<file path="config.mk">
export PLATFORM = sky130hd
export DESIGN_NAME = i2cm_top
export DESIGN_NICKNAME = d
export VERILOG_FILES = /design/src/rtl/i2cm_pkg.sv /design/src/rtl/i2cm_fifo.sv /design/src/rtl/i2cm_tick.sv /design/src/rtl/i2cm_engine.sv /design/src/rtl/i2cm_top.sv
export SDC_FILE = /design/constraint.sdc
export NUM_CORES = 1
export LEC_CHECK = 0
export ABC_CLOCK_PERIOD_IN_PS = 5750
export CAP_MARGIN = 20
export CORE_MARGIN = 2
export CORE_UTILIZATION = 50
export DETAILED_ROUTE_END_ITERATION = 16
export PLACE_DENSITY_LB_ADDON = 0.3
export SLEW_MARGIN = 20
export SYNTH_ARGS = -nofsm -noshare
export SYNTH_HDL_FRONTEND = slang
export SYNTH_HIERARCHICAL = 1
export SYNTH_SLANG_ARGS = --single-unit
</file>
<file path="constraint.sdc">
create_clock -name clk -period 5.75 [get_ports clk]
set_clock_uncertainty 0.05 [all_clocks]
set_input_delay 0.575 -clock clk [delete_from_list [all_inputs] [get_ports clk]]
set_output_delay 0.575 -clock clk [all_outputs]
set_load 0.02 [all_outputs]
</file>
<file path="src/rtl/i2cm_pkg.sv">
package i2cm_pkg;
  typedef enum logic [1:0] {ST_IDLE, ST_START, ST_BIT, ST_STOP} st_t;
  typedef enum logic [1:0] {PH_ADDR, PH_WDAT, PH_RDAT} ph_t;
  typedef enum logic [1:0] {END_NONE, END_DONE, END_NACK, END_URUN} end_t;

  localparam logic [2:0] RA_CMD  = 3'd0;
  localparam logic [2:0] RA_CNT  = 3'd1;
  localparam logic [2:0] RA_TX   = 3'd2;
  localparam logic [2:0] RA_RX   = 3'd3;
  localparam logic [2:0] RA_CTRL = 3'd4;
  localparam logic [2:0] RA_STAT = 3'd5;
  localparam logic [2:0] RA_DIV  = 3'd6;
endpackage

</file>
<file path="src/rtl/i2cm_fifo.sv">
module i2cm_fifo #(
  parameter int W     = 8,
  parameter int DEPTH = 4
) (
  input  logic         clk,
  input  logic         rst_n,
  input  logic         push,
  input  logic         pop,
  input  logic         flush,
  input  logic [W-1:0] din,
  output logic [W-1:0] dout,
  output logic         empty,
  output logic         full
);
  localparam int AW = (DEPTH > 1) ? $clog2(DEPTH) : 1;
  localparam int LW = $clog2(DEPTH + 1);
  localparam logic [AW-1:0] LAST = AW'(DEPTH - 1);
  localparam logic [LW-1:0] FULL_LVL = LW'(DEPTH);

  logic [W-1:0]  mem [DEPTH];
  logic [AW-1:0] wp, rp, wp_n, rp_n;
  logic [LW-1:0] lvl, lvl_n;
  logic          do_push, do_pop;

  assign empty   = (lvl == '0);
  assign full    = (lvl == FULL_LVL);
  assign do_push = push && !full;
  assign do_pop  = pop && !empty;
  assign dout    = mem[rp];

  always_comb begin
    wp_n  = wp;
    rp_n  = rp;
    lvl_n = lvl;
    if (flush) begin
      wp_n  = '0;
      rp_n  = '0;
      lvl_n = '0;
    end else begin
      if (do_push) wp_n = (wp == LAST) ? '0 : wp + 1'b1;
      if (do_pop)  rp_n = (rp == LAST) ? '0 : rp + 1'b1;
      if (do_push && !do_pop) lvl_n = lvl + 1'b1;
      else if (do_pop && !do_push) lvl_n = lvl - 1'b1;
    end
  end

  always_ff @(posedge clk or negedge rst_n) begin
    if (!rst_n) begin
      wp  <= '0;
      rp  <= '0;
      lvl <= '0;
    end else begin
      wp  <= wp_n;
      rp  <= rp_n;
      lvl <= lvl_n;
    end
  end

  always_ff @(posedge clk) begin
    if (do_push && !flush) mem[wp] <= din;
  end
endmodule

</file>
<file path="src/rtl/i2cm_tick.sv">
module i2cm_tick #(
  parameter int DW = 8
) (
  input  logic          clk,
  input  logic          rst_n,
  input  logic          en,
  input  logic [DW-1:0] div,
  output logic          tick
);
  logic [DW-1:0] cnt, cnt_n;

  assign tick = en && (cnt == '0);

  always_comb begin
    cnt_n = cnt;
    if (!en)       cnt_n = div;
    else if (tick) cnt_n = div;
    else           cnt_n = cnt - 1'b1;
  end

  always_ff @(posedge clk or negedge rst_n) begin
    if (!rst_n) cnt <= '0;
    else        cnt <= cnt_n;
  end
endmodule

</file>
<file path="src/rtl/i2cm_engine.sv">
module i2cm_engine
  import i2cm_pkg::*;
#(
  parameter int CW = 5
) (
  input  logic          clk,
  input  logic          rst_n,
  input  logic          tick,
  input  logic          cmd_wr,
  input  logic [7:0]    cmd_byte,
  input  logic [CW-1:0] count,
  input  logic          tx_empty,
  input  logic [7:0]    tx_data,
  output logic          tx_pop,
  output logic          rx_push,
  output logic [7:0]    rx_data,
  output logic          flush,
  output logic          busy,
  output logic          fin,
  output end_t          fin_code,
  output logic          scl_lo,
  output logic          sda_lo,
  input  logic          sda_in
);
  st_t           st, st_n;
  ph_t           ph, ph_n;
  end_t          term, term_n;
  logic [1:0]    q, q_n;
  logic [3:0]    bitn, bit_n;
  logic [7:0]    sh, sh_n, cur, cur_n, nxt, nxt_n;
  logic [CW-1:0] nbytes, nb_n;
  logic [CW:0]   nb_inc;
  logic          pend, pend_n, first, first_n, scl_n, sda_n;
  logic          last, ack, drv;
  logic          op_end, err_nack, err_urun, do_load;

  assign busy     = (st != ST_IDLE);
  assign fin_code = term;
  assign rx_data  = {sh[6:0], sda_in};
  assign nb_inc   = {1'b0, nbytes} + {{CW{1'b0}}, 1'b1};
  assign last     = (nb_inc == {1'b0, count});
  assign ack      = ~sda_in;

  always_comb begin
    if (bitn != 4'd8) drv = (ph == PH_RDAT) ? 1'b0 : ~sh[7];
    else              drv = (ph == PH_RDAT) ? ~last : 1'b0;
  end

  always_comb begin
    st_n = st; ph_n = ph; q_n = q; bit_n = bitn; sh_n = sh; nb_n = nbytes;
    cur_n = cur; nxt_n = nxt; pend_n = pend; first_n = first; term_n = term;
    scl_n = scl_lo; sda_n = sda_lo;
    tx_pop = 1'b0; rx_push = 1'b0; flush = 1'b0; fin = 1'b0;
    op_end = 1'b0; err_nack = 1'b0; err_urun = 1'b0; do_load = 1'b0;
    if (cmd_wr) begin
      nxt_n  = cmd_byte;
      pend_n = 1'b1;
    end
    unique case (st)
      ST_IDLE: begin
        scl_n = 1'b0;
        sda_n = 1'b0;
        if (pend) begin
          st_n = ST_START; q_n = 2'd0; first_n = 1'b1; cur_n = nxt; pend_n = cmd_wr;
        end
      end
      ST_START: if (tick) begin
        q_n = q + 2'd1;
        case (q)
          2'd0: begin scl_n = ~first; first_n = 1'b0; end
          2'd1: sda_n = 1'b0;
          2'd2: scl_n = 1'b0;
          default: begin
            sda_n = 1'b1; st_n = ST_BIT; ph_n = PH_ADDR;
            bit_n = 4'd0; sh_n = cur; nb_n = '0;
          end
        endcase
      end
      ST_BIT: if (tick) begin
        q_n = q + 2'd1;
        case (q)
          2'd0: scl_n = 1'b1;
          2'd1: sda_n = drv;
          2'd2: scl_n = 1'b0;
          default: begin
            if (bitn != 4'd8) begin
              sh_n  = {sh[6:0], sda_in};
              bit_n = bitn + 4'd1;
              if (bitn == 4'd7 && ph == PH_RDAT) rx_push = 1'b1;
            end else begin
              bit_n = 4'd0;
              unique case (ph)
                PH_ADDR: begin
                  if (!ack) err_nack = 1'b1;
                  else if (count == '0) op_end = 1'b1;
                  else if (cur[0]) ph_n = PH_RDAT;
                  else if (tx_empty) err_urun = 1'b1;
                  else do_load = 1'b1;
                end
                PH_WDAT: begin
                  nb_n = nb_inc[CW-1:0];
                  if (!ack) err_nack = 1'b1;
                  else if (last) op_end = 1'b1;
                  else if (tx_empty) err_urun = 1'b1;
                  else do_load = 1'b1;
                end
                default: begin
                  nb_n = nb_inc[CW-1:0];
                  if (last) op_end = 1'b1;
                end
              endcase
            end
          end
        endcase
      end
      ST_STOP: if (tick) begin
        q_n = q + 2'd1;
        case (q)
          2'd0: scl_n = 1'b1;
          2'd1: sda_n = 1'b1;
          2'd2: scl_n = 1'b0;
          default: begin sda_n = 1'b0; st_n = ST_IDLE; fin = 1'b1; end
        endcase
      end
      default: st_n = ST_IDLE;
    endcase

    if (do_load) begin
      sh_n = tx_data; tx_pop = 1'b1; ph_n = PH_WDAT;
    end
    if (op_end) begin
      if (pend) begin
        st_n = ST_START; q_n = 2'd0; cur_n = nxt; pend_n = cmd_wr;
      end else begin
        st_n = ST_STOP; term_n = END_DONE;
      end
    end
    if (err_nack) begin
      st_n = ST_STOP; term_n = END_NACK; pend_n = 1'b0; flush = ~cur[0];
    end
    if (err_urun) begin
      st_n = ST_STOP; term_n = END_URUN; pend_n = 1'b0;
    end
  end

  always_ff @(posedge clk or negedge rst_n) begin
    if (!rst_n) begin
      st <= ST_IDLE; ph <= PH_ADDR; term <= END_NONE; q <= '0; bitn <= '0;
      sh <= '0; cur <= '0; nxt <= '0; nbytes <= '0; pend <= 1'b0; first <= 1'b0;
      scl_lo <= 1'b0; sda_lo <= 1'b0;
    end else begin
      st <= st_n; ph <= ph_n; term <= term_n; q <= q_n; bitn <= bit_n;
      sh <= sh_n; cur <= cur_n; nxt <= nxt_n; nbytes <= nb_n; pend <= pend_n;
      first <= first_n; scl_lo <= scl_n; sda_lo <= sda_n;
    end
  end
endmodule

</file>
<file path="src/rtl/i2cm_top.sv">
module i2cm_top
  import i2cm_pkg::*;
#(
  parameter int DEPTH = 4,
  parameter int CW    = 5,
  parameter int DW    = 8
) (
  input  logic       clk,
  input  logic       rst_n,
  input  logic       reg_wr,
  input  logic       reg_rd,
  input  logic [2:0] reg_addr,
  input  logic [7:0] reg_wdata,
  output logic [7:0] reg_rdata,
  output logic       irq,
  output logic       scl_oe,
  output logic       sda_oe,
  input  logic       sda_in
);
  logic [CW-1:0] cnt_q, cnt_n;
  logic [DW-1:0] div_q, div_n;
  logic [2:0]    ctl_q, ctl_n;
  logic          done_f, nack_f, urun_f, ovf_f, udf_f;
  logic          done_n, nack_n, urun_n, ovf_n, udf_n;
  logic          tx_push, tx_pop, tx_empty, tx_full, flush;
  logic          rx_push, rx_pop, rx_empty, rx_full;
  logic [7:0]    tx_dout, rx_din, rx_dout, stat;
  logic          busy, tick, fin, cmd_wr, stat_wr, tx_flag, rx_flag;
  end_t          fin_code;

  assign cmd_wr  = reg_wr && (reg_addr == RA_CMD);
  assign tx_push = reg_wr && (reg_addr == RA_TX);
  assign stat_wr = reg_wr && (reg_addr == RA_STAT);
  assign rx_pop  = reg_rd && (reg_addr == RA_RX);

  i2cm_fifo #(.W(8), .DEPTH(DEPTH)) u_txf (
    .clk(clk), .rst_n(rst_n), .push(tx_push), .pop(tx_pop), .flush(flush),
    .din(reg_wdata), .dout(tx_dout), .empty(tx_empty), .full(tx_full));

  i2cm_fifo #(.W(8), .DEPTH(DEPTH)) u_rxf (
    .clk(clk), .rst_n(rst_n), .push(rx_push), .pop(rx_pop), .flush(1'b0),
    .din(rx_din), .dout(rx_dout), .empty(rx_empty), .full(rx_full));

  i2cm_tick #(.DW(DW)) u_tick (
    .clk(clk), .rst_n(rst_n), .en(busy), .div(div_q), .tick(tick));

  i2cm_engine #(.CW(CW)) u_eng (
    .clk(clk), .rst_n(rst_n), .tick(tick), .cmd_wr(cmd_wr), .cmd_byte(reg_wdata),
    .count(cnt_q), .tx_empty(tx_empty), .tx_data(tx_dout), .tx_pop(tx_pop),
    .rx_push(rx_push), .rx_data(rx_din), .flush(flush), .busy(busy), .fin(fin),
    .fin_code(fin_code), .scl_lo(scl_oe), .sda_lo(sda_oe), .sda_in(sda_in));

  assign tx_flag = tx_empty;
  assign rx_flag = ctl_q[2] ? rx_full : !rx_empty;
  assign irq     = (ctl_q[0] && tx_flag) || (ctl_q[1] && rx_flag);
  assign stat    = {udf_f, ovf_f, urun_f, nack_f, done_f, rx_flag, tx_flag, busy};

  always_comb begin
    cnt_n = cnt_q;
    div_n = div_q;
    ctl_n = ctl_q;
    if (reg_wr && reg_addr == RA_CNT)  cnt_n = reg_wdata[CW-1:0];
    if (reg_wr && reg_addr == RA_DIV)  div_n = reg_wdata[DW-1:0];
    if (reg_wr && reg_addr == RA_CTRL) ctl_n = reg_wdata[2:0];
    done_n = (done_f && !(stat_wr && reg_wdata[3])) || (fin && fin_code == END_DONE);
    nack_n = (nack_f && !(stat_wr && reg_wdata[4])) || (fin && fin_code == END_NACK);
    urun_n = (urun_f && !(stat_wr && reg_wdata[5])) || (fin && fin_code == END_URUN);
    ovf_n  = (ovf_f  && !(stat_wr && reg_wdata[6])) || (tx_push && tx_full);
    udf_n  = (udf_f  && !(stat_wr && reg_wdata[7])) || (rx_pop && rx_empty);
  end

  always_ff @(posedge clk or negedge rst_n) begin
    if (!rst_n) begin
      cnt_q <= '0; div_q <= '1; ctl_q <= '0;
      done_f <= 1'b0; nack_f <= 1'b0; urun_f <= 1'b0; ovf_f <= 1'b0; udf_f <= 1'b0;
    end else begin
      cnt_q <= cnt_n; div_q <= div_n; ctl_q <= ctl_n;
      done_f <= done_n; nack_f <= nack_n; urun_f <= urun_n; ovf_f <= ovf_n; udf_f <= udf_n;
    end
  end

  always_comb begin
    unique case (reg_addr)
      RA_CNT:  reg_rdata = 8'(cnt_q);
      RA_RX:   reg_rdata = rx_dout;
      RA_CTRL: reg_rdata = {5'd0, ctl_q};
      RA_STAT: reg_rdata = stat;
      RA_DIV:  reg_rdata = 8'(div_q);
      default: reg_rdata = 8'h00;
    endcase
  end
endmodule

</file>
==> results of run 1 <==
flip-flops by register name, indices dropped and copies added, names as in the netlist, 2 cells and up, named ones only:
name / count
u_eng/q: 2
ctl_q: 3
u_tick/cnt: 8
u_rxf/rp: 2
cnt_q: 5
u_txf/wp: 2
u_txf/lvl: 3
u_txf/rp: 2
u_eng/st: 2
u_rxf/wp: 2
u_eng/sh: 8
div_q: 8
u_eng/nbytes: 5
u_eng/nxt: 8
u_eng/bitn: 4
u_txf/mem: 32
u_eng/fin_code: 2
u_rxf/mem: 32
u_eng/ph: 2
u_rxf/lvl: 3
per-layer routing:
| layer | global-route usage [%] | vias up |
|---|---|---|
| met5 | 0 | - |
| met4 | 6.20 | 2 |
| met3 | 5.70 | 30 |
| met2 | 37.4 | 166 |
| met1 | 30.7 | 2654 |
| li1 | - | 2372 |
final timing paths:
kind,startpoint,end,slack [ns],cells past startpoint
max,u_eng/st[0],u_txf/lvl[1],1.03,14
min,done_f,done_f,0.45,1
max reg2reg,u_eng/st[0],u_txf/lvl[1],1.03,14
min reg2reg,done_f,done_f,0.45,1
max in group asynchronous,rst_n,asynchronous set/reset pin,3.95,3
min in group asynchronous,rst_n,u_eng/first,0.51,2
worst register-to-register path: cells and delay by family (launching register included):
family / cells / cell delay, ns
flops: 1 / 0.43
fa+ha+maj: 2 / 0.78
compound gates: 5 / 1.37
buf+inv: 4 / 0.72
simple gates: 3 / 1.29
stage by stage:
stage	hold slack (ns)	instances	cell area (sq um)	total power, uW
finish	0.447	876	8810	3110
global placement	0.417	843	8190	1950
global route	0.479	876	8810	3250
CTS	0.448	876	8810	3120
detailed placement	0.415	843	8190	1980
floorplan	0.229	633	7830	1790
power by group:
| group | total [uW] | internal, uW | leakage, uW | switching [uW] |
|---|---|---|---|---|
| clock | 1140 | 657 | 0.000289 | 482 |
| combinational | 579 | 272 | 0.00147 | 307 |
| sequential | 1390 | 1260 | 0.00167 | 131 |
| total | 3110 | 2190 | 0.00342 | 920 |
cells in the final DEF, fill, tap and decap left out, types with 4 or more instances in the layout:
cell	netlist	layout
nor3_1	15	15
inv_1	33	33
a21oi_1	19	19
nor3b_1	5	5
a221o_1	9	9
a22oi_1	7	7
mux2_4	5	5
a22o_1	6	6
edfxtp_1	64	64
nor2b_1	7	7
nor2_1	38	38
clkdlybuf4s50_1	0	25
and3_1	4	4
xor2_1	8	8
ha_1	21	21
buf_4	8	8
xnor2_1	10	10
dfrtp_1	80	80
o2bb2ai_1	8	8
nand3_1	13	13
inv_6	0	4
mux2i_1	16	16
o21ai_0	33	33
dfstp_2	8	8
mux4_2	16	16
nand2b_1	6	6
nand3b_1	4	4
nand2_1	37	37
clkbuf_16	0	17
mux2_2	39	39
inv_8	0	4
o31ai_1	5	5
and2_1	11	11
layout make-up:
cell class | count | area [sq um]
clock inverter | 15 | 180
inverter | 33 | 124
sequential | 152 | 4130
multi-input combinational | 414 | 3360
fill | 1191 | 6450
tap | 211 | 264
timing repair buffer | 34 | 320
clock buffer | 17 | 425
logic make-up (layout without fill, tap and decap cells):
| family | after synthesis | in the layout | share of synthesized area [%] |
|---|---|---|---|
| buffers and inverters | 67 | 99 | 4.28 |
| AOI/OAI and AO/OA | 134 | 134 | 12.5 |
| xor gates and xnor gates | 19 | 19 | 2.32 |
| adders and majority gates | 23 | 23 | 3.87 |
| muxes | 76 | 76 | 13.2 |
| other | 1 | 1 | 0.0479 |
| and+or+nand+nor | 161 | 161 | 10.9 |
| DFF | 152 | 152 | 52.8 |
==> flow_summary.toml, run 1 <==
[outcome]
status = "finished clean"

[worst_setup_path]
start_kind = "flip-flop"
slowest_delay_ns = 0.72
critical-path-top-delay-family = "compound AO/OA/AOI/OAI gates"
crit_chain = "inv_1, ha_1, inv_1, inv_1, nor3_1, nand2_1, nor3_1, buf_4, o211a_1, a21oi_1, fa_1, a311oi_1, o21ai_1, a211oi_2"
slowest_stage = "nor3_1"
cp-end-kind = "flip-flop"
worst-setup-path-type = "reg -> reg"
worst-path-buf-inv = 4
required_ns = 6.05
cp_max_fo = 20
crit_top_cell = "inv_1"
crit_arrival_ns = 5.02

[cts]
clk_pin_slew_worst_paths_ns = 0.07
worstSkewPairLatency_ns = 0.43
clockBufferDepth = 2
cts-root-buf = "clkbuf_16"
postCtsSetupRepairBufs = 0
cts.sinks = 152
cts_tree = "yes"
cts_buffers = 17
ctsResizeCount = 0
htreeDepth = 4
cts_hold_buf = 1

[hold_path]
hold_class = "reg -> reg"

[drt]
dr_total_vias = 5224
routedWlPerCell_um = 20.4
wl_met2_mm = 8.81
ant_nets = 0
drc = 0
wl_met1_mm = 7.74
drt-vias-per-instance = 5.96
dr_wl_met3_um = 998
drtPass1Iterations = 5
top_layer_used = "met5"
drt-initial-drc-count = 532
routed_wl_mm = 17.8

[timing]
layout_setup_ws_ns = 1.03
timing.setup.tns_ns = 0
period_share_pct = 82.1
tightestPinTransition_ns = 0.925
max_freq_mhz = 212
report.final.slew_viol_count = 0
fin_crit_ns = 4.72
hold_violations = 0
slew_headroom_pct = 38.4
grt_setup_unrepaired = "no"
setup_violations = 0

[floorplanning]
die-height_um = 129
ios = 27
die_w_um = 129
dieArea_sq_um = 16700
start_util_pct = 51.3
core_area_sq_um = 15300
rows = 45

[logic_synthesis]
synthTopCellsByCount = "80 x dfrtp_1, 64 x edfxtp_1, 39 x mux2_2, 38 x nor2_1, 37 x nand2_1"
mappedNetlistNets = 672
syn_area_per_cell_sq_um = 12.4
async_reset_ff_share_pct = 57.9
ys.flop_type = "dfrtp_1"
synthCells = 633
ys_top_cells_by_area = "dfrtp_1 26%, edfxtp_1 25%, mux2_2 5.6%"
ys_warn_count = 6
yosys.area.top_type = "dfrtp_1"
ys_seq_elements = 152
synth-edff-count = 64
yosysMostFrequentCell = "dfrtp_1"
ys_types = 74
syn_area_sq_um = 7830
synth_top_cell_area_share_pct = 25.6
synth-seq-area-share_pct = 52.8

[global_routing]
overflow = 0
grt_first_pass_wirelength_mm = 28.8
grt_max_degree = 71
grt_pass1_vias = 5276
antenna_found_initial = 1
groute.usage.overall_pct = 22.9

[finish]
area_delta_synth_final_pct = 12.5
antenna_cells = 0
fin_util_pct = 57.7
nNetsFinal = 691
layout-drive-gt1-share_pct = 19.5

[placement]
numPortBuffers = 26
pre_cts_slack_ns = 1.23
dp.final_hpwl_mm = 12.4
gp_congestion = 0.907

[power_and_ir_drop]
powerDensity_nw_per_um2 = 353
irDropWorstVdd_uv = 303
power.leakage_uw = 0.00342

[flow_run]
drv_cap = 0
Note: power is estimated with default switching activity, not from simulation.
==> run 2, diff against run 1 <==
--- a/config.mk
+++ b/config.mk
@@ -5,7 +5,7 @@
 export SDC_FILE = /design/constraint.sdc
 export NUM_CORES = 1
 export LEC_CHECK = 0
-export ABC_CLOCK_PERIOD_IN_PS = 5750
+export ABC_CLOCK_PERIOD_IN_PS = 4700
 export CAP_MARGIN = 20
 export CORE_MARGIN = 2
 export CORE_UTILIZATION = 50
==> constraint.sdc (replaced) <==
create_clock -name clk -period 4.7 [get_ports clk]
set_clock_uncertainty 0.05 [all_clocks]
set_input_delay 0.47 -clock clk [delete_from_list [all_inputs] [get_ports clk]]
set_output_delay 0.47 -clock clk [all_outputs]
set_load 0.02 [all_outputs]
==> run 2 against run 1 <==
Final area up 0.48%. Setup slack worse by 0.28 ns. Sequential share of layout area down 0.23 points. Flip-flop and latch count unchanged. Sequential power up 23%. Power up 22%. Fmax up 19%. Non-clock buffer count up 5. Global-route usage down 0.20 points. Critical path type unchanged. Largest cell class unchanged. Largest power group unchanged.
==> flow_summary.toml, run 2 (synthesized netlist as in run 1, its figures left out) <==
[timing]
hold_violations = 0
slew_headroom_pct = 49.2
max_freq_mhz = 253
layout_setup_ws_ns = 0.749
report.final.slew_viol_count = 0
setup_violations = 0
fin_crit_ns = 3.95
period_share_pct = 84.1
grt_setup_unrepaired = "no"
timing.setup.tns_ns = 0
tightestPinTransition_ns = 0.762

[drt]
drt-vias-per-instance = 5.93
wl_met1_mm = 7.73
drc = 0
drt-initial-drc-count = 377
top_layer_used = "met4"
dr_wl_met3_um = 916
routed_wl_mm = 17.7
wl_met2_mm = 8.60
ant_nets = 0
dr_total_vias = 5233
routedWlPerCell_um = 20.0
drtPass1Iterations = 5

[cts]
postCtsSetupRepairBufs = 0
worstSkewPairLatency_ns = 0.43
cts-root-buf = "clkbuf_16"
cts_tree = "yes"
clockBufferDepth = 2
cts.sinks = 152
htreeDepth = 4
cts_buffers = 17
clk_pin_slew_worst_paths_ns = 0.07

[finish]
nNetsFinal = 696
layout-drive-gt1-share_pct = 20.0
final_cell_area_sq_um = 8850
area_delta_synth_final_pct = 13.0
final_common_cell = "dfrtp_1"
mostFrequentLayoutCells = "80 x dfrtp_1, 64 x edfxtp_1, 39 x mux2_2"
top_regs = "u_rxf/mem: 32 flops, u_txf/mem: 32 flops"
fin_cells = 882
fill_cells = 1211

[floorplanning]
rows = 45
dieArea_sq_um = 16700
ios = 27
core_area_sq_um = 15300
die_w_um = 129
die-height_um = 129
start_util_pct = 51.3

[global_routing]
groute.usage.overall_pct = 22.7
grt_max_degree = 61
overflow = 0
grt_first_pass_wirelength_mm = 28.3
antenna_found_initial = 0
grt_pass1_vias = 5167

[worst_setup_path]
worst-setup-path-type = "reg -> reg"
slowest_delay_ns = 0.46
critical-path-top-delay-family = "buffers and inverters"
cp_max_fo = 20
cp-end-kind = "flip-flop"
start_kind = "flip-flop"
slowest_stage = "fa_1"
crit_arrival_ns = 4.24
worst-path-buf-inv = 6
required_ns = 4.99
crit_chain = "inv_1, ha_1, inv_1, inv_1, nor3_1, buf_4, nand2_1, nor3_1, buf_4, o211a_1, buf_4, a21oi_1, fa_1, a311oi_1, o21ai_1, a211oi_2"

[outcome]
status = "finished clean"

[power_and_ir_drop]
powerDensity_nw_per_um2 = 430
irDropWorstVdd_uv = 307
power.leakage_uw = 0.00346

[flow_run]
drv_cap = 0

[placement]
numPortBuffers = 26
pre_cts_slack_ns = 0.886
dpl.cell_count = 848
gp_congestion = 0.944
dp.final_hpwl_mm = 12.2
dpl_cell_area_sq_um = 8230

[hold_path]
hold_class = "reg -> reg"
## run 2: changes by cell type in the layout (fill, tap and decap cells not counted), sizes merged
cell,change
clkbuf,+1
buf,+5
diode,+1
clkinvlp,-2
clkinv,+1
## run 2: layout make-up
type	count	area [sq um]	area share (%)
multi-input cells	414	3360	38.0
clock buffers	18	429	4.85
repair buffers	39	358	4.04
inverters	33	124	1.40
flip-flops and latches	152	4130	46.7
well taps	211	264	2.98
clock inverters	14	179	2.02
diodes	1	2.50	0.0283
## run 2: per-layer routing
metal  GRT usage [%]  vias to the layer above
met5               0                        -
met2            36.5                      168
met1            30.2                     2633
met4            8.82                        0
met3            5.04                       36
li1                -                     2396
## run 2: per-stage QoR
stage	total power [uW]	hold slack (ns)	utilization, %
floorplan	2190	0.124	-
global placement	2380	0.374	53.9
detailed placement	2420	0.373	53.9
CTS	3830	0.455	58.0
global route	3990	0.468	58.0
finish	3810	0.454	58.0
## run 2: what timing repair did
item	in CTS	in global routing
hold buffers	1	0
resized for setup	0	0
endpoints found under the hold margin	28	0
## run 2: where the power goes
part	switching (uW)	internal, uW
sequential	160	1550
combinational	374	331
clock	589	809
total	1120	2690
## run 2: final timing paths
kind | from | endpoint | slack (ns) | cells after the start
max in group asynchronous | rst_n | u_eng/sh[4] | 3.06 | 3
hold / removal | u_eng/nxt[1] | u_eng/nxt[1] | 0.45 | 1
hold reg to reg | u_eng/nxt[1] | u_eng/nxt[1] | 0.45 | 1
setup reg to reg | u_eng/st[1] | u_txf/lvl[1] | 0.75 | 16
min in group asynchronous | rst_n | u_eng/scl_lo | 0.46 | 2
setup / recovery | u_eng/st[1] | u_txf/lvl[1] | 0.75 | 16
